[src/rtl/spm_pkg.sv]
package spm_pkg;

    localparam logic [7:0] CMD_WRITE    = 8'h61;
    localparam logic [7:0] CMD_FASTREAD = 8'h10;
    localparam logic [7:0] PAGE_SEL_REG = 8'hFF;

    typedef enum logic [2:0] {
        ST_IDLE,
        ST_PLAN,
        ST_LEAD,
        ST_SHIFT,
        ST_WAIT,
        ST_TAIL
    } xfer_state_e;

    typedef enum logic [1:0] {
        PH_IDLE,
        PH_LOW,
        PH_HIGH
    } bit_phase_e;

endpackage

[src/rtl/spm_byte_shifter.sv]
module spm_byte_shifter
    import spm_pkg::*;
#(
    parameter int EDGE_CYC  = 500,
    parameter int SETUP_CYC = 250
) (
    input  logic       clk,
    input  logic       rst_n,
    input  logic       start_i,
    input  logic [7:0] tx_i,
    input  logic       miso_i,
    output logic       sck_o,
    output logic       mosi_o,
    output logic       done_o,
    output logic [7:0] rx_o
);

    localparam int LOW_CYC = EDGE_CYC + SETUP_CYC;
    localparam int CNT_W   = $clog2(LOW_CYC + 1);

    typedef struct packed {
        bit_phase_e       ph;
        logic [CNT_W-1:0] cnt;
        logic [2:0]       bitn;
        logic [7:0]       tx;
        logic [7:0]       rx;
        logic             sck;
        logic             mosi;
        logic             done;
    } shift_t;

    shift_t sh_d, sh_q;

    always_comb begin
        sh_d      = sh_q;
        sh_d.done = 1'b0;
        unique case (sh_q.ph)
            PH_IDLE: begin
                if (start_i) begin
                    sh_d.ph   = PH_LOW;
                    sh_d.cnt  = '0;
                    sh_d.bitn = '0;
                    sh_d.tx   = tx_i;
                    sh_d.mosi = tx_i[7];
                    sh_d.sck  = 1'b0;
                end
            end
            PH_LOW: begin
                if (sh_q.cnt == CNT_W'(LOW_CYC - 1)) begin
                    sh_d.rx  = {sh_q.rx[6:0], miso_i};
                    sh_d.sck = 1'b1;
                    sh_d.ph  = PH_HIGH;
                    sh_d.cnt = '0;
                end else begin
                    sh_d.cnt = sh_q.cnt + 1'b1;
                end
            end
            PH_HIGH: begin
                if (sh_q.cnt == CNT_W'(EDGE_CYC - 1)) begin
                    sh_d.sck = 1'b0;
                    sh_d.cnt = '0;
                    if (sh_q.bitn == 3'd7) begin
                        sh_d.ph   = PH_IDLE;
                        sh_d.done = 1'b1;
                        sh_d.mosi = 1'b0;
                    end else begin
                        sh_d.bitn = sh_q.bitn + 1'b1;
                        sh_d.tx   = {sh_q.tx[6:0], 1'b0};
                        sh_d.mosi = sh_q.tx[6];
                        sh_d.ph   = PH_LOW;
                    end
                end else begin
                    sh_d.cnt = sh_q.cnt + 1'b1;
                end
            end
            default: sh_d.ph = PH_IDLE;
        endcase
    end

    always_ff @(posedge clk or negedge rst_n) begin
        if (!rst_n) begin
            sh_q <= '{ph: PH_IDLE, cnt: '0, bitn: '0, tx: '0, rx: '0,
                      sck: 1'b0, mosi: 1'b0, done: 1'b0};
        end else begin
            sh_q <= sh_d;
        end
    end

    assign sck_o  = sh_q.sck;
    assign mosi_o = sh_q.mosi;
    assign done_o = sh_q.done;
    assign rx_o   = sh_q.rx;

    AST_MOSI_HELD_HIGH: assert property (@(posedge clk) disable iff (!rst_n)
        sh_q.sck |-> $stable(sh_q.mosi));
    AST_START_WHEN_FREE: assert property (@(posedge clk) disable iff (!rst_n)
        start_i |-> (sh_q.ph == PH_IDLE));

endmodule

[src/rtl/spm_page_cache.sv]
module spm_page_cache #(
    parameter int PAGE_W = 8
) (
    input  logic              clk,
    input  logic              rst_n,
    input  logic              upd_i,
    input  logic [PAGE_W-1:0] upd_page_i,
    input  logic [PAGE_W-1:0] cmp_page_i,
    output logic              hit_o
);

    typedef struct packed {
        logic              valid;
        logic [PAGE_W-1:0] page;
    } cache_t;

    cache_t pc_d, pc_q;

    always_comb begin
        pc_d = pc_q;
        if (upd_i) begin
            pc_d.valid = 1'b1;
            pc_d.page  = upd_page_i;
        end
    end

    always_ff @(posedge clk or negedge rst_n) begin
        if (!rst_n) begin
            pc_q <= '{valid: 1'b0, page: '0};
        end else begin
            pc_q <= pc_d;
        end
    end

    assign hit_o = pc_q.valid && (pc_q.page == cmp_page_i);

    AST_CACHE_FILLED: assert property (@(posedge clk) disable iff (!rst_n)
        upd_i |=> hit_o || (cmp_page_i != $past(upd_page_i)));

endmodule

[src/rtl/spi_paged_master.sv]
module spi_paged_master
    import spm_pkg::*;
#(
    parameter int PAGE_W     = 8,
    parameter int ADDR_W     = 8,
    parameter int DATA_BYTES = 4,
    parameter int EDGE_CYC   = 500,
    parameter int SETUP_CYC  = 250,
    parameter int SS_CYC     = 250,
    parameter int MAX_POLL   = 100
) (
    input  logic                      clk,
    input  logic                      rst_n,
    input  logic                      req_i,
    input  logic                      wr_i,
    input  logic [PAGE_W-1:0]         page_i,
    input  logic [ADDR_W-1:0]         addr_i,
    input  logic [$clog2(DATA_BYTES+1)-1:0] len_i,
    input  logic [8*DATA_BYTES-1:0]   wdata_i,
    output logic                      busy_o,
    output logic                      done_o,
    output logic                      err_o,
    output logic [8*DATA_BYTES-1:0]   rdata_o,
    output logic                      spi_ss_n_o,
    output logic                      spi_sck_o,
    output logic                      spi_mosi_o,
    input  logic                      spi_miso_i
);

    localparam int DATA_W = 8 * DATA_BYTES;
    localparam int LEN_W  = $clog2(DATA_BYTES + 1);
    localparam int IDX_W  = $clog2(DATA_BYTES + 3);
    localparam int POLL_W = $clog2(MAX_POLL + 1);
    localparam int TMR_W  = $clog2(SS_CYC + 1);

    typedef struct packed {
        xfer_state_e       state;
        logic              is_page;
        logic              wr;
        logic [PAGE_W-1:0] page;
        logic [ADDR_W-1:0] addr;
        logic [LEN_W-1:0]  len;
        logic [DATA_W-1:0] wdata;
        logic [IDX_W-1:0]  idx;
        logic              ack;
        logic [POLL_W-1:0] polls;
        logic [LEN_W-1:0]  dcnt;
        logic [DATA_W-1:0] rdata;
        logic [TMR_W-1:0]  timer;
        logic              ss_n;
        logic              fail;
        logic              done;
        logic              err;
    } ctl_t;

    ctl_t ctl_d, ctl_q;

    logic       sh_start;
    logic [7:0] sh_tx;
    logic       sh_done;
    logic [7:0] sh_rx;
    logic       cache_hit;
    logic       cache_upd;
    logic       end_txn;
    logic       len_ok;
    logic [7:0] tx_sel;

    spm_byte_shifter #(
        .EDGE_CYC  (EDGE_CYC),
        .SETUP_CYC (SETUP_CYC)
    ) u_shifter (
        .clk     (clk),
        .rst_n   (rst_n),
        .start_i (sh_start),
        .tx_i    (sh_tx),
        .miso_i  (spi_miso_i),
        .sck_o   (spi_sck_o),
        .mosi_o  (spi_mosi_o),
        .done_o  (sh_done),
        .rx_o    (sh_rx)
    );

    spm_page_cache #(
        .PAGE_W (PAGE_W)
    ) u_page_cache (
        .clk        (clk),
        .rst_n      (rst_n),
        .upd_i      (cache_upd),
        .upd_page_i (ctl_q.page),
        .cmp_page_i (ctl_q.page),
        .hit_o      (cache_hit)
    );

    // legal lengths: nonzero powers of two that fit the data path
    always_comb begin
        len_ok = (len_i != '0) && ((len_i & (len_i - 1'b1)) == '0)
                 && (int'(len_i) <= DATA_BYTES);
    end

    always_comb begin
        if (ctl_q.idx == '0) begin
            tx_sel = (ctl_q.is_page || ctl_q.wr) ? CMD_WRITE : CMD_FASTREAD;
        end else if (ctl_q.idx == IDX_W'(1)) begin
            tx_sel = ctl_q.is_page ? PAGE_SEL_REG : 8'(ctl_q.addr);
        end else if (ctl_q.is_page) begin
            tx_sel = 8'(ctl_q.page);
        end else if (ctl_q.wr) begin
            tx_sel = ctl_q.wdata[7:0];
        end else begin
            tx_sel = 8'h00;
        end
    end

    always_comb begin
        ctl_d      = ctl_q;
        ctl_d.done = 1'b0;
        ctl_d.err  = 1'b0;
        sh_start   = 1'b0;
        sh_tx      = 8'h00;
        cache_upd  = 1'b0;
        end_txn    = 1'b0;
        unique case (ctl_q.state)
            ST_IDLE: begin
                if (req_i) begin
                    if (!len_ok) begin
                        ctl_d.done = 1'b1;
                        ctl_d.err  = 1'b1;
                    end else begin
                        ctl_d.state = ST_PLAN;
                        ctl_d.wr    = wr_i;
                        ctl_d.page  = page_i;
                        ctl_d.addr  = addr_i;
                        ctl_d.len   = len_i;
                        ctl_d.wdata = wdata_i;
                    end
                end
            end
            ST_PLAN: begin
                ctl_d.is_page = !cache_hit;
                ctl_d.ss_n    = 1'b0;
                ctl_d.timer   = '0;
                ctl_d.idx     = '0;
                ctl_d.ack     = 1'b0;
                ctl_d.polls   = '0;
                ctl_d.dcnt    = '0;
                ctl_d.rdata   = '0;
                ctl_d.fail    = 1'b0;
                ctl_d.state   = ST_LEAD;
            end
            ST_LEAD: begin
                if (ctl_q.timer == TMR_W'(SS_CYC - 1)) begin
                    ctl_d.timer = '0;
                    ctl_d.state = ST_SHIFT;
                end else begin
                    ctl_d.timer = ctl_q.timer + 1'b1;
                end
            end
            ST_SHIFT: begin
                sh_start    = 1'b1;
                sh_tx       = tx_sel;
                ctl_d.state = ST_WAIT;
            end
            ST_WAIT: begin
                if (sh_done) begin
                    ctl_d.state = ST_SHIFT;
                    if (ctl_q.is_page) begin
                        if (ctl_q.idx == IDX_W'(2)) begin
                            end_txn = 1'b1;
                        end else begin
                            ctl_d.idx = ctl_q.idx + 1'b1;
                        end
                    end else if (ctl_q.wr) begin
                        if (ctl_q.idx >= IDX_W'(2)) begin
                            ctl_d.wdata = ctl_q.wdata >> 8;
                        end
                        if (ctl_q.idx == IDX_W'(ctl_q.len) + IDX_W'(1)) begin
                            end_txn = 1'b1;
                        end else begin
                            ctl_d.idx = ctl_q.idx + 1'b1;
                        end
                    end else if (ctl_q.idx < IDX_W'(2)) begin
                        ctl_d.idx = ctl_q.idx + 1'b1;
                    end else if (!ctl_q.ack) begin
                        if (sh_rx[0]) begin
                            ctl_d.ack = 1'b1;
                        end else if (ctl_q.polls == POLL_W'(MAX_POLL - 1)) begin
                            ctl_d.fail = 1'b1;
                            end_txn    = 1'b1;
                        end else begin
                            ctl_d.polls = ctl_q.polls + 1'b1;
                        end
                    end else begin
                        ctl_d.rdata = ctl_q.rdata | (DATA_W'(sh_rx) << (8 * ctl_q.dcnt));
                        if (ctl_q.dcnt == LEN_W'(ctl_q.len - 1'b1)) begin
                            end_txn = 1'b1;
                        end else begin
                            ctl_d.dcnt = ctl_q.dcnt + 1'b1;
                        end
                    end
                    if (end_txn) begin
                        ctl_d.ss_n  = 1'b1;
                        ctl_d.timer = '0;
                        ctl_d.state = ST_TAIL;
                    end
                end
            end
            ST_TAIL: begin
                if (ctl_q.timer == TMR_W'(SS_CYC - 1)) begin
                    ctl_d.timer = '0;
                    if (ctl_q.is_page) begin
                        cache_upd     = 1'b1;
                        ctl_d.is_page = 1'b0;
                        ctl_d.idx     = '0;
                        ctl_d.ss_n    = 1'b0;
                        ctl_d.state   = ST_LEAD;
                    end else begin
                        ctl_d.state = ST_IDLE;
                        ctl_d.done  = 1'b1;
                        ctl_d.err   = ctl_q.fail;
                    end
                end else begin
                    ctl_d.timer = ctl_q.timer + 1'b1;
                end
            end
            default: ctl_d.state = ST_IDLE;
        endcase
    end

    always_ff @(posedge clk or negedge rst_n) begin
        if (!rst_n) begin
            ctl_q <= '{state: ST_IDLE, is_page: 1'b0, wr: 1'b0, page: '0, addr: '0,
                       len: '0, wdata: '0, idx: '0, ack: 1'b0, polls: '0, dcnt: '0,
                       rdata: '0, timer: '0, ss_n: 1'b1, fail: 1'b0, done: 1'b0,
                       err: 1'b0};
        end else begin
            ctl_q <= ctl_d;
        end
    end

    assign busy_o     = (ctl_q.state != ST_IDLE);
    assign done_o     = ctl_q.done;
    assign err_o      = ctl_q.err;
    assign rdata_o    = ctl_q.rdata;
    assign spi_ss_n_o = ctl_q.ss_n;

    AST_IDLE_LINES: assert property (@(posedge clk) disable iff (!rst_n)
        !busy_o |-> (spi_ss_n_o && !spi_sck_o && !spi_mosi_o));
    AST_SCK_NEEDS_SELECT: assert property (@(posedge clk) disable iff (!rst_n)
        spi_sck_o |-> !spi_ss_n_o);
    AST_ERR_WITH_DONE: assert property (@(posedge clk) disable iff (!rst_n)
        err_o |-> done_o);
    AST_DONE_LEAVES_IDLE: assert property (@(posedge clk) disable iff (!rst_n)
        done_o |-> !busy_o);
    AST_BUSY_REQ_IGNORED: assert property (@(posedge clk) disable iff (!rst_n)
        (busy_o && req_i) |=> $stable(ctl_q.page));
    AST_POLL_BOUND: assert property (@(posedge clk) disable iff (!rst_n)
        ctl_q.polls < POLL_W'(MAX_POLL));

endmodule

[config.mk]
export PLATFORM = sky130hd
export DESIGN_NAME = spi_paged_master
export DESIGN_NICKNAME = d
export VERILOG_FILES = /design/src/rtl/spm_pkg.sv /design/src/rtl/spm_byte_shifter.sv /design/src/rtl/spm_page_cache.sv /design/src/rtl/spi_paged_master.sv
export SDC_FILE = /design/constraint.sdc
export NUM_CORES = 1
export LEC_CHECK = 0
export ABC_AREA = 0
export BUFFER_PORTS_ARGS = -buffer_cell sky130_fd_sc_hd__buf_2
export CAP_MARGIN = 25
export CORE_ASPECT_RATIO = 0.75
export CORE_UTILIZATION = 50
export DETAILED_ROUTE_END_ITERATION = 7
export PLACE_DENSITY = 0.7
export SYNTH_ARGS = -nofsm -noshare
export SYNTH_HDL_FRONTEND = slang
export SYNTH_SLANG_ARGS = --single-unit
[constraint.sdc]
create_clock -name clk -period 5.92 [get_ports clk]
set_input_delay 0.296 -clock clk [delete_from_list [all_inputs] [get_ports clk]]
set_output_delay 0.296 -clock clk [all_outputs]
set_load 0.03 [all_outputs]
; Yosys cells after proc, flatten, opt, wreduce, memory -nomap -nowiden
; Index checks and enable logic that the tools add are counted.
; W data, S select, Z words.
[totals]
ff_bits = 156
in_bits = 56
output_inout_bits = 38
wordCells = 214
[classes]
reduce_logical = 37
n_bitwise = 2
magnitude_cmp = 3
eq_ne = 42
muxes = 93
n_addsub = 9
shift = 1
[op_table]
columns = operator, n
row1 = $mux W32, 5
row2 = $mux W43, 3
row3 = $mux W88, 1
row4 = $pmux W43 S2, 1
row5 = $mux W8, 8
row6 = $pmux W32 S2, 1
row7 = $mux W3, 14
row8 = $ne A2 B2 Y1 const B, 19
row9 = $mux W35, 1
row10 = $or A32 B32 Y32, 1
row11 = $shl A8 B6 Y32, 1
row12 = $pmux W10 S3, 1
row13 = $mux W1, 29
row14 = $pmux W8 S3, 1
row15 = $mux W23, 1
row16 = $mux W11, 2
row17 = $pmux W11 S2, 1
row18 = $mux W7, 3
row19 = $reduce_and A7 Y1, 3
row20 = $mux W10, 2
row21 = $pmux W3 S6, 1
row22 = $mux W2, 8
row23 = $reduce_and A8 Y1, 2
row24 = $reduce_and A5 Y1, 3
row25 = other kinds (42), 75

; Logic depth before layout (Yosys ltp)
; Gate-level depths: netlist of the first run.
[depth]
word_depth = 12
depth_mapped = 9
depth_no_buf = 7

; Hierarchy
; A second synthesis of the first run with hierarchy kept.
[unflattened]
cells_unflattened = 825
hier_area_um2 = 8224.1
[by_module_without_submodules]
columns = mod, seq_area_each_um2, instances, area_each_um2, cells_per_inst
row1 = spi_paged_master, 2854.0, 1, 5848.1, 622
row2 = spm_byte_shifter, 825.8, 1, 1918.1, 172
row3 = spm_page_cache, 225.2, 1, 457.9, 31

; Least setup slack after synthesis of the first run
; No wires, ideal clock.
[synth_path]
path_type = register -> register
start = register u_shifter.sh_q[32] (netlist name)
end = register u_shifter.sh_q[11] (netlist name)
path_stages_with_launch = 9
setup_slack_ns = 3.955
required_time_ns = 5.795
period_less_slack_ns = 1.965
arrival_time_ns = 1.840
n_path_buf = 2
path_cell_list = dfrtp_1 inv_1 ha_1 clkbuf_1 nor2b_1 a41oi_1 a21oi_1 buf_2 mux2_2
[synth_via]
elab_chain_len = 3
elab_cells_between_ends = 8
[synth_rtl]
columns = element, line
row1 = from (decl), spm_byte_shifter.sv:32  ; shift_t sh_d, sh_q;
row2 = from (signal assigned), spm_byte_shifter.sv:82  ; sh_q <= '{ph: PH_IDLE, cnt: '0, bitn: '0, tx: '0, rx: '0,
row3 = $eq A2 B2 Y1 / $logic_not A2 Y1 (equally long branches), spm_byte_shifter.sv:37  ; unique case (sh_q.ph)
row4 = "$ne A2 B1 Y1 (no source line), or another cell as far along", n/a
row5 = $reduce_and A4 Y1 (no source line), n/a
; Parallel ways exist; a longest one is shown, timed or not.
; A chain may end at the register's enable or synchronous reset.

; Worst setup path after layout of the first run
; Ends and elaborated chain as after synthesis.

==> summary.md, run 1 <==
| Metric | Value |
|---|---|
| Critical Path End | u_shifter.sh_q[11] |
| Die area | 16500 um2 |
| Syn_nets | 847 |
| Root Driver | clkbuf_16 |
| RSZ-0062 raised after global routing | no |
| Slowest-stage cell, CP | a21oi_1 |
| Commonest non-fill, non-tap cells in the layout | dfrtp_1 (155), buf_2 (92), nand2_1 (66) |
| First-pass GRT wire length | 29.3 mm |
| CP max stage delay | 660 ps |
| Netlist cell types | 79 |
| Measured slew at the worst slew-check pin | 926 ps |
| Clock Pin Slew Worst Setup and Hold Paths | 60 ps |
| Vias in the first global route | 5843 |
| Internal power | 1680 uW |
| Clk network pwr share | 48.9% |
| Cell count after synthesis | 773 |
| Synthesized flop and latch total | 156 |
| Part of the power in registers | 48.9% |
| Register area | 3910 um2 |
| Cell area after layout | 8990 um2 |
| Hold path depth | 2 |
| Synth warn | 0 |
| PostCTS Resize Cnt | 0 |
| Longest Clk Path Bufs | 2 |
| Die Span Y | 111 um |
| CP Launch Type | register |
| DR vias/cell | 5.70 |
| Total CTS buffers | 17 |
| Top FF cell, synth | dfrtp_1 |
| Critical Path RT | 6230 ps |
| Placement Cell Area | 8380 um2 |
| Pins Over Slew Limit | 0 |
| H-tree Lvls | 4 |
| Worst path arrival time | 2930 ps |
| Status | completed |
| Hold WC Path Type | input port to register |
| Final net count | 901 |
| Drt pass-1 iters | 5 |
| Worst Setup End Kind | register |
| R2R setup slack | 3300 ps |
| Crit path from | u_shifter.sh_q[32] |
| Setup bufs post-CTS | 0 |
| Switching Fraction | 22.8% |
| Crit Path Class | register to register |
| Port Buffers | 93 |
| GP Congestion | 0.881 |
| Critical R2R Launch | u_shifter.sh_q[32] |
| Worst path depth | 6 |
| Row Count | 39 |
| Setup-failing EPs final | 0 |
| Most common cell after layout, fill and taps aside | dfrtp_1 |
| Comb power frac | 2.2% |
| Placeable Area | 15400 um2 |
| Hold_ws | 94.5 ps |
| Layout Utilization | 58.3% |
| GRT Resource Usage Total | 22.5% |
| FFs w/ async S/R, synth | 100% |
| Post-layout minimum cycle time | 2620 ps |
| TNS Setup | 0 ps |
| Worst skew pair latency | 430 ps |
| Buf+Inv Stages, Crit Path | 1 |
| Final ANT Viol Nets | 0 |
| Crit path max-delay family | compound AO/OA/AOI/OAI gates |
| Routed wire length | 17.6 mm |
| Final Hold Viols | 0 |
| P_leak | 0.00452 uW |
| Ports | 94 |
| Vias | 5956 |
| CP cell instances | inv_1 > ha_1 > nor2b_1 > a41oi_1 > a21oi_1 > mux2_2 |
| Power Dens Cells | 242 nW/um2 |
| Mean Syn Cell Area | 10.3 um2 |
| Initial Util | 51.8% |
| EDFF count, synth | 0 |
| Sequential element share of the synthesized area | 48.9% |
| Layout area overhead | 12.6% |
| GRT overflow | 0 |
| Slew margin rel. | 38.1% |
| Die Wd | 148 um |
| Sw Pwr | 497 uW |
| DP HPWL | 12.3 mm |
| Layout cells sized above 1 | 23.3% |
| Largest net degree at the start of global routing | 113 |
| Overall power | 2180 uW |
| Clock skew | 8.77 ps |
| DRC viols | 0 |
| CP Max Fanout | 18 |
| Routed wire per std cell | 16.8 um |
| FILL cells | 1362 |
| Tcrit/Tclk final | 44.3% |
| Worst r2r dst | u_shifter.sh_q[11] |
| Drt first-iter violations | 400 |
| Fmax achieved | 0.382 GHz |
| Area occupied by multi-input gates | 3640 um2 |
| Total clock sinks | 156 |
| Number of max-cap violations | 0 |
| Initial antenna violation count | 0 |
| Mapped Area | 7990 um2 |
| TritonCTS clock tree | done |
| Number of diodes | 0 |
| Peak VDD IR | 0.210 mV |
| Reg2reg path depth | 6 |
==> registers in the layout (all words and copies together) (netlist names) <==
signal	flops
done_o	1
u_page_cache.pc_q	9
u_shifter.mosi_o	1
u_shifter.sh_q	22
err_o	1
u_shifter.done_o	1
u_shifter.sck_o	1
rdata_o	32
ctl_q	79
u_shifter.rx_o	8
spi_ss_n_o	1
==> synthesized netlist by cell type (all sizes together) (6+ instances only) <==
cell type / n / share of area [%]
nand2b: 12 / 1.0
a22o: 8 / 0.88
a21oi: 57 / 3.6
a31oi: 10 / 0.78
or3: 10 / 0.85
ha: 18 / 2.8
nor2b: 8 / 0.63
mux2i: 29 / 3.6
nand4: 7 / 0.74
nor2: 61 / 3.0
clkbuf: 12 / 0.56
nand3: 26 / 1.6
buf: 53 / 4.5
xor2: 12 / 1.3
mux2: 38 / 5.4
inv: 20 / 0.94
o21ai: 42 / 2.6
nor3: 18 / 1.5
nand2: 66 / 3.1
o22ai: 6 / 0.47
and3: 7 / 0.55
dfrtp: 155 / 49
xnor2: 6 / 0.66
nor4: 8 / 0.81
==> timing repair <==
| item | 4_1_cts | 5_1_grt |
|---|---|---|
| endpoints found under the setup margin | 0 | 0 |
| hold endpoints to repair | 0 | 29 |
| hold buffers | 0 | 1 |
==> routing by layer <==
metal,track usage [%],share of wire (%)
met5,0,0
met1,31.7,48
met3,5.78,4.8
met2,34.4,47
met4,6.05,0.79
==> how the worst min path moves through the flow <==
stage,slack [ps],end,from
CTS,50,rdata_o[19],rst_n
global route,80,ctl_q[85],wdata_i[27]
global placement,450,u_page_cache.pc_q[8],u_page_cache.pc_q[8]
finish,90,ctl_q[85],wdata_i[27]
floorplan,0.4,ctl_q[100],rst_n
detailed placement,480,ctl_q[81],ctl_q[81]
==> power by group through the flow <==
stage	combinational [uW]	clock, uW	sequential (uW)
CTS	46.3	1090	1070
finish	47.1	1070	1070
floorplan	3.72	0	1090
detailed placement	46.3	0	1090
global route	54.1	1130	1070
global placement	44.5	0	1090
==> final cells by class <==
cell class              instances  share of cell area (%)
clock buffers                  19                    4.92
clock inverters                13                    1.47
inverters                      20                   0.835
multi-input cells             532                    40.4
flip-flops and latches        156                    43.4
well taps                     205                    2.85
repair buffers                100                    6.08
==> worst register-to-register path, cell delays in order (launching register included) <==
cell and delay (ps):
dfrtp_1 400, inv_1 110, ha_1 530, nor2b_1 250
a41oi_1 150, a21oi_1 660, mux2_2 410
==> cell families (layout without fill, tap and decap cells) <==
family | after synthesis | in the layout | share of synthesized area (%)
fa+ha+maj | 18 | 18 | 2.82
simple gates | 249 | 249 | 16.3
xor+xnor | 20 | 20 | 2.57
buf+inv | 85 | 152 | 5.97
compound gates | 178 | 178 | 14.5
mux | 67 | 67 | 8.99
flops | 156 | 156 | 48.9
==> stage by stage <==
stage | cells | worst slack (ps)
2_1_floorplan | 773 | 3960
3_3_place_gp | 1011 | 3410
3_5_place_dp | 1011 | 3300
4_1_cts | 1043 | 3290
5_1_grt | 1045 | 3080
6_report | 1045 | 3300
No activity file was read; power rests on OpenSTA's default activity.
==> run 2: changes to the inputs <==
==> constraint.sdc (replaced) <==
create_clock -name clk -period 2.6 [get_ports clk]
set_input_delay 0.13 -clock clk [delete_from_list [all_inputs] [get_ports clk]]
set_output_delay 0.13 -clock clk [all_outputs]
set_load 0.03 [all_outputs]
==> run 2 against run 1 <==
Total power is 140% higher. Largest cell class unchanged. Sequential power rose by 130%. Critical path type unchanged. Count of clock-buffer cells in the layout decreased by 1. Maximum frequency up 16%.
==> summary.md, run 2 (same netlist as run 1, synthesis figures left out) <==
| Metric | Value |
|---|---|
| Status | completed |
| P_leak | 0.00481 uW (+6.5%) |
| Vias in the first global route | 6220 (+6.5%) |
| Drt pass-1 iters | 5 (unchanged) |
| Switching Fraction | 22.0% (-0.74 points) |
| GRT met2 Usage | 37.1% (+2.8 points) |
| GRT overflow | 0 (unchanged) |
| Power Dens Cells | 540 nW/um2 (+120%) |
| CP Launch Type | register |
| Port Buffers | 93 (unchanged) |
| Vias | 6268 (+5.2%) |
| Setup-failing EPs final | 0 (unchanged) |
| Worst skew pair latency | 430 ps (about the same) |
| Initial Util | 51.8% (unchanged) |
| DP HPWL | 12.5 mm (+1.8%) |
| Hold path depth | 3 (+1) |
| Post-layout minimum cycle time | 2250 ps (-366 ps) |
| Hold_ws | 12.7 ps (-81.8 ps) |
| Die Span Y | 111 um (unchanged) |
| Root Driver | clkbuf_16 |
| Critical Path RT | 2910 ps (-3320 ps) |
| Clock skew | 9.65 ps (+0.876 ps) |
| Post-place setup slack | 368 ps (-2930 ps) |
| Total clock sinks | 156 (unchanged) |
| Hold WC Path Type | input port to register |
| Overall power | 5190 uW (+140%) |
| Final WS setup | 345 ps (-2950 ps) |
| Fmax achieved | 0.444 GHz (+16%) |
| Routed wire length | 18.6 mm (+6.0%) |
| Clk network pwr share | 50.1% (+1.2 points) |
| RSZ-0062 raised after global routing | no |
| Sw Pwr | 1140 uW (+130%) |
| Pins Over Slew Limit | 0 (unchanged) |
| Slew margin rel. | 57.4% (+19 points) |
| Measured slew at the worst slew-check pin | 633 ps (-293 ps) |
| Die Wd | 148 um (unchanged) |
| Drt first-iter violations | 415 (+3.8%) |
| Hold buffers post-CTS | 48 (+48) |
| Worst Setup End Kind | register |
| DR vias/cell | 5.68 (-0.39%) |
| TNS Setup | 0 ps (unchanged) |
| Tcrit/Tclk final | 86.7% (+42 points) |
| Total CTS buffers | 17 (unchanged) |
| Reg2reg path depth | 5 (-1) |
| Row Count | 39 (unchanged) |
| Layout Utilization | 62.3% (+4.0 points) |
| Internal power | 4050 uW (+140%) |
| M3 GR Usage | 5.00% (-0.78 points) |
| Number of diodes | 0 (unchanged) |
| Longest Clk Path Bufs | 2 (unchanged) |
| Layout cells sized above 1 | 23.1% (-0.20 points) |
| Final net count | 960 (+6.5%) |
| Largest net degree at the start of global routing | 66 (-42%) |
| GP Congestion | 0.890 (+1.1%) |
| GRT Resource Usage Total | 24.1% (+1.7 points) |
| Crit Path Class | register to register |
| H-tree Lvls | 4 (unchanged) |
| PostCTS Resize Cnt | 0 (unchanged) |
| Placeable Area | 15400 um2 (unchanged) |
| Met1 Track Usage GR | 34.0% (+2.3 points) |
| Routed wire per std cell | 16.9 um (+0.36%) |
| Die area | 16500 um2 (unchanged) |
| CP Max Fanout | 15 (-3) |
| Commonest non-fill, non-tap cells in the layout | dfrtp_1 (155), buf_2 (92), nand2_1 (66) |
| Reg with most FFs | ctl_q |
| Part of the power in registers | 46.8% (-2.1 points) |
| Comb power frac | 3.1% (+0.9 points) |
| Initial antenna violation count | 0 (unchanged) |
| Clock Pin Slew Worst Setup and Hold Paths | 60 ps (about the same) |
| Setup bufs post-CTS | 0 (unchanged) |
| Layout area overhead | 20.3% |
| Max reg flops | 79 (unchanged) |
| TritonCTS clock tree | done |
| First-pass GRT wire length | 31.5 mm (+7.5%) |
| Number of max-cap violations | 0 (unchanged) |
| Global route hottest layer | met2 |
| Final ANT Viol Nets | 0 (unchanged) |
| Final Hold Viols | 0 (unchanged) |
| Most common cell after layout, fill and taps aside | dfrtp_1 |
| Ports | 94 (unchanged) |
| DRC viols | 0 (unchanged) |
| Peak VDD IR | 0.415 mV (+98%) |
| Worst path arrival time | 2560 ps (-370 ps) |
## run 2: changes by cell type in the layout (fill, tap and decap cells not counted), moves of 2 or more
| cell | delta |
|---|---|
| bufinv_16 | +2 |
| clkinvlp_4 | -4 |
| buf_4 | +10 |
| inv_6 | +2 |
| dlygate4sd3_1 | +47 |
| buf_12 | +3 |
## run 2: final timing paths
kind	from	end	slack (ps)
worst min-delay path	wdata_i[14]	ctl_q[72]	10
worst max register to register	ctl_q[112]	ctl_q[113]	350
worst max-delay path	ctl_q[112]	ctl_q[113]	350
max in group asynchronous	rst_n	ctl_q[97]	1470
worst min register to register	u_page_cache.pc_q[8]	u_page_cache.pc_q[8]	480
min in group asynchronous	rst_n	rdata_o[27]	250
## run 2: area by class of cell
type / instances / area (um2)
Clock buffer: 18 / 429
Inverter: 20 / 75.1
Fill cell: 1270 / 5810
Sequential cell: 156 / 3910
Clock inverter: 14 / 183
Multi-Input combinational cell: 532 / 3640
Tap cell: 205 / 256
Timing Repair Buffer: 159 / 1120
## run 2: through the flow
stage,area (um2),cells
2_1_floorplan,7990,773
3_3_place_gp,8520,1024
3_5_place_dp,8520,1024
4_1_cts,9610,1104
5_1_grt,9610,1104
6_report,9610,1104
## run 2: critical path, cell delays in order (launching register included)
cell      delay, ps
dfrtp_1         650
nand3b_1        230
and2_1          390
nor2_4          100
or3_4           410
a221o_1         350
## run 2: per-layer routing
| layer | vias to the layer above | wire [um] | part of all wire, % |
|---|---|---|---|
| met5 | - | 0 | 0 |
| met4 | 0 | 317 | 1.7 |
| met3 | 23 | 909 | 4.9 |
| met2 | 161 | 8680 | 47 |
| met1 | 3110 | 8730 | 47 |
| li1 | 2974 | - | - |
## run 2: power groups by stage
stage                     Sequential [uW]  Clock, uW  Combinational [uW]
after floorplan                      2470          0                8.47
after global placement               2480          0                 104
after CTS                            2430       2640                 163
after detailed placement             2480          0                 107
final                                2430       2600                 161
after global routing                 2430       2750                 181
==> run 3: changes to the inputs <==
--- a/config.mk
+++ b/config.mk
@@ -7,8 +7,8 @@
 export LEC_CHECK = 0
 export ABC_AREA = 0
 export BUFFER_PORTS_ARGS = -buffer_cell sky130_fd_sc_hd__buf_2
-export CAP_MARGIN = 25
 export CORE_ASPECT_RATIO = 0.75
+export CORE_MARGIN = 2
 export CORE_UTILIZATION = 50
 export DETAILED_ROUTE_END_ITERATION = 7
 export PLACE_DENSITY = 0.7
==> run 3 against run 2 <==
Global-route usage is 0.92 points lower. Combinational power decreased by 4%. Total power shrank 2.2%. Sequential share of layout area grew 0.31 points. Hold slack worse by 4.9 ps. First-iteration DRC count is 5.1% lower. Clock power shrank 4%. Count of clock-buffer cells in the layout is 1 lower. Sequential power barely moved. Utilization shrank 0.47 points. Setup slack worse by 8.1 ps. Sequential cell count did not move. Highest routed layer unchanged.
==> summary.md, run 3 (same netlist as run 1, synthesis figures left out) <==
| Metric | Value |
|---|---|
| GP Congestion | 0.905 (+1.6%) |
| GRT overflow | 0 (unchanged) |
| Pins Over Slew Limit | 0 (unchanged) |
| Hold_sp | wdata_i[4] |
| Layout cells sized above 1 | 23.4% (+0.24 points) |
| Number of max-cap violations | 0 (unchanged) |
| Row Count | 39 (unchanged) |
| Worst r2r dst | ctl_q[113] |
| Critical R2R Launch | ctl_q[112] |
| Commonest non-fill, non-tap cells in the layout | dfrtp_1 (155), buf_2 (92), nand2_1 (66) |
| Total CTS buffers | 17 (unchanged) |
| TritonCTS clock tree | done |
| Routed wire length | 18.8 mm (+0.65%) |
| Power Dens Cells | 533 nW/um2 (-1.4%) |
| Layout Utilization | 61.8% (-0.47 points) |
| Slowest-stage cell, CP | dfrtp_1 |
| Initial antenna violation count | 0 (unchanged) |
| GRT Resource Usage Total | 23.2% (-0.92 points) |
| CP cell instances | nand3b_1 > and2_1 > nor2_4 > or3_4 > a221o_1 |
| Initial Util | 51.8% (unchanged) |
| Total clock sinks | 156 (unchanged) |
| Worst skew pair latency | 420 ps (about the same) |
| Hold path depth | 3 (unchanged) |
| Final net count | 955 (-0.52%) |
| Reg with most FFs | ctl_q |
| DP HPWL | 12.8 mm (+2.6%) |
| Met1 Track Usage GR | 33.7% (-0.29 points) |
| RSZ-0062 raised after global routing | no |
| DR vias/cell | 5.75 (+1.4%) |
| Global route hottest layer | met2 |
| TNS Setup | 0 ps (unchanged) |
| Routed wire per std cell | 17.1 um (+1.1%) |
| Clock skew | 7.62 ps (-2.03 ps) |
| Port Buffers | 93 (unchanged) |
| Drt pass-1 iters | 5 (unchanged) |
| Fmax achieved | 0.442 GHz (-0.36%) |
| CP Launch Type | register |
| Worst Setup End Kind | register |
| Largest net degree at the start of global routing | 58 (-12%) |
| Layout area overhead | 19.4% |
| Number of diodes | 0 (unchanged) |
| Die Span Y | 113 um (+1.8%) |
| Longest Clk Path Bufs | 2 (unchanged) |
| GRT met2 Usage | 36.0% (-1.1 points) |
| Hold EP | ctl_q[62] |
| Max reg flops | 79 (unchanged) |
| First-pass GRT wire length | 31.4 mm (-0.11%) |
| Ports | 94 (unchanged) |
| P_leak | 0.00478 uW (-0.79%) |
| FILL cells | 1286 (+1.3%) |
| Reg2reg path depth | 5 (unchanged) |
| Slew margin rel. | 42.8% (-15 points) |
| Critical Path RT | 2900 ps (about the same) |
| Status | completed |
| Hold WC Path Type | input port to register |
| Crit path max-delay family | simple AND/OR/NAND/NOR gates |
| M3 GR Usage | 5.24% (+0.24 points) |
| Clock Pin Slew Worst Setup and Hold Paths | 70 ps (about the same) |
| Vias | 6324 (+0.89%) |
| Tcrit/Tclk final | 87.0% (+0.31 points) |
| Root Driver | clkbuf_16 |
| Measured slew at the worst slew-check pin | 858 ps (+225 ps) |
| CP max stage delay | 650 ps (about the same) |
| Final ANT Viol Nets | 0 (unchanged) |
| DRC viols | 0 (unchanged) |
| Final Hold Viols | 0 (unchanged) |
| Placeable Area | 15400 um2 (unchanged) |
| Die area | 17000 um2 (+3.2%) |
| Most common cell after layout, fill and taps aside | dfrtp_1 |
| PostCTS Resize Cnt | 0 (unchanged) |
| Crit Path Class | register to register |
| Die Wd | 150 um (+1.4%) |
| Overall power | 5080 uW (-2.2%) |
| Vias in the first global route | 6189 (-0.50%) |
| Worst path arrival time | 2570 ps (about the same) |
| R2R setup slack | 340 ps (about the same) |
| CP Max Fanout | 15 (unchanged) |
| Drt first-iter violations | 394 (-5.1%) |
| Post-layout minimum cycle time | 2260 ps (+8.07 ps) |
| H-tree Lvls | 4 (unchanged) |
| Peak VDD IR | 0.403 mV (-2.9%) |
| Buf+Inv Stages, Crit Path | 0 (unchanged) |
| Setup-failing EPs final | 0 (unchanged) |
-- run 3: worst max-delay path by stage --
stage	start	end	cells past startpoint
finish	ctl_q[112]	ctl_q[113]	5
global route	u_shifter.sh_q[22]	u_shifter.sh_q[14]	7
CTS	ctl_q[112]	ctl_q[113]	5
detailed placement	ctl_q[112]	ctl_q[113]	5
global placement	ctl_q[112]	ctl_q[113]	5
floorplan	u_shifter.sh_q[32]	u_shifter.sh_q[11]	8
-- run 3: tightest hold or removal path: stages --
cell	delay [ps]
buf_2	80
mux2i_1	60
o21ai_1	110
-- run 3: layer usage --
metal	routed length, um	vias to the layer above
met5	0	-
met4	138	0
met3	1070	15
met2	8910	197
met1	8630	3153
li1	-	2959
-- run 3: area by class of cell --
type                       instances  area, um2  area share, %
timing repair buffer             154       1070           11.3
clock buffer                      17        425           4.46
clock inverter                    15        164           1.72
sequential                       156       3910           40.9
multi-input combinational        532       3640           38.1
inverter                          20       75.1          0.787
tap                              205        256           2.69
-- run 3: report_power, final --
group | leakage [uW] | internal [uW] | total [uW] | switching [uW]
clock network | 0.000285 | 1430 | 2490 | 1060
registers | 0.00214 | 2430 | 2430 | 2.73
logic | 0.00235 | 81.1 | 155 | 73.9
-- run 3: metrics by stage --
stage	hold slack, ps	setup WS, ps	cell area (um2)	cells
2_1_floorplan	-166	635	7990	773
3_3_place_gp	56.9	502	8520	1024
5_1_grt	16.2	197	9540	1099
6_report	7.80	337	9540	1099
3_5_place_dp	64.1	386	8520	1024
4_1_cts	3.19	387	9540	1099
-- run 3: repair_timing --
item | 4_1_cts | 5_1_grt
hold endpoints to repair | 79 | 0
hold buffers | 43 | 0
setup buffers | 0 | 0
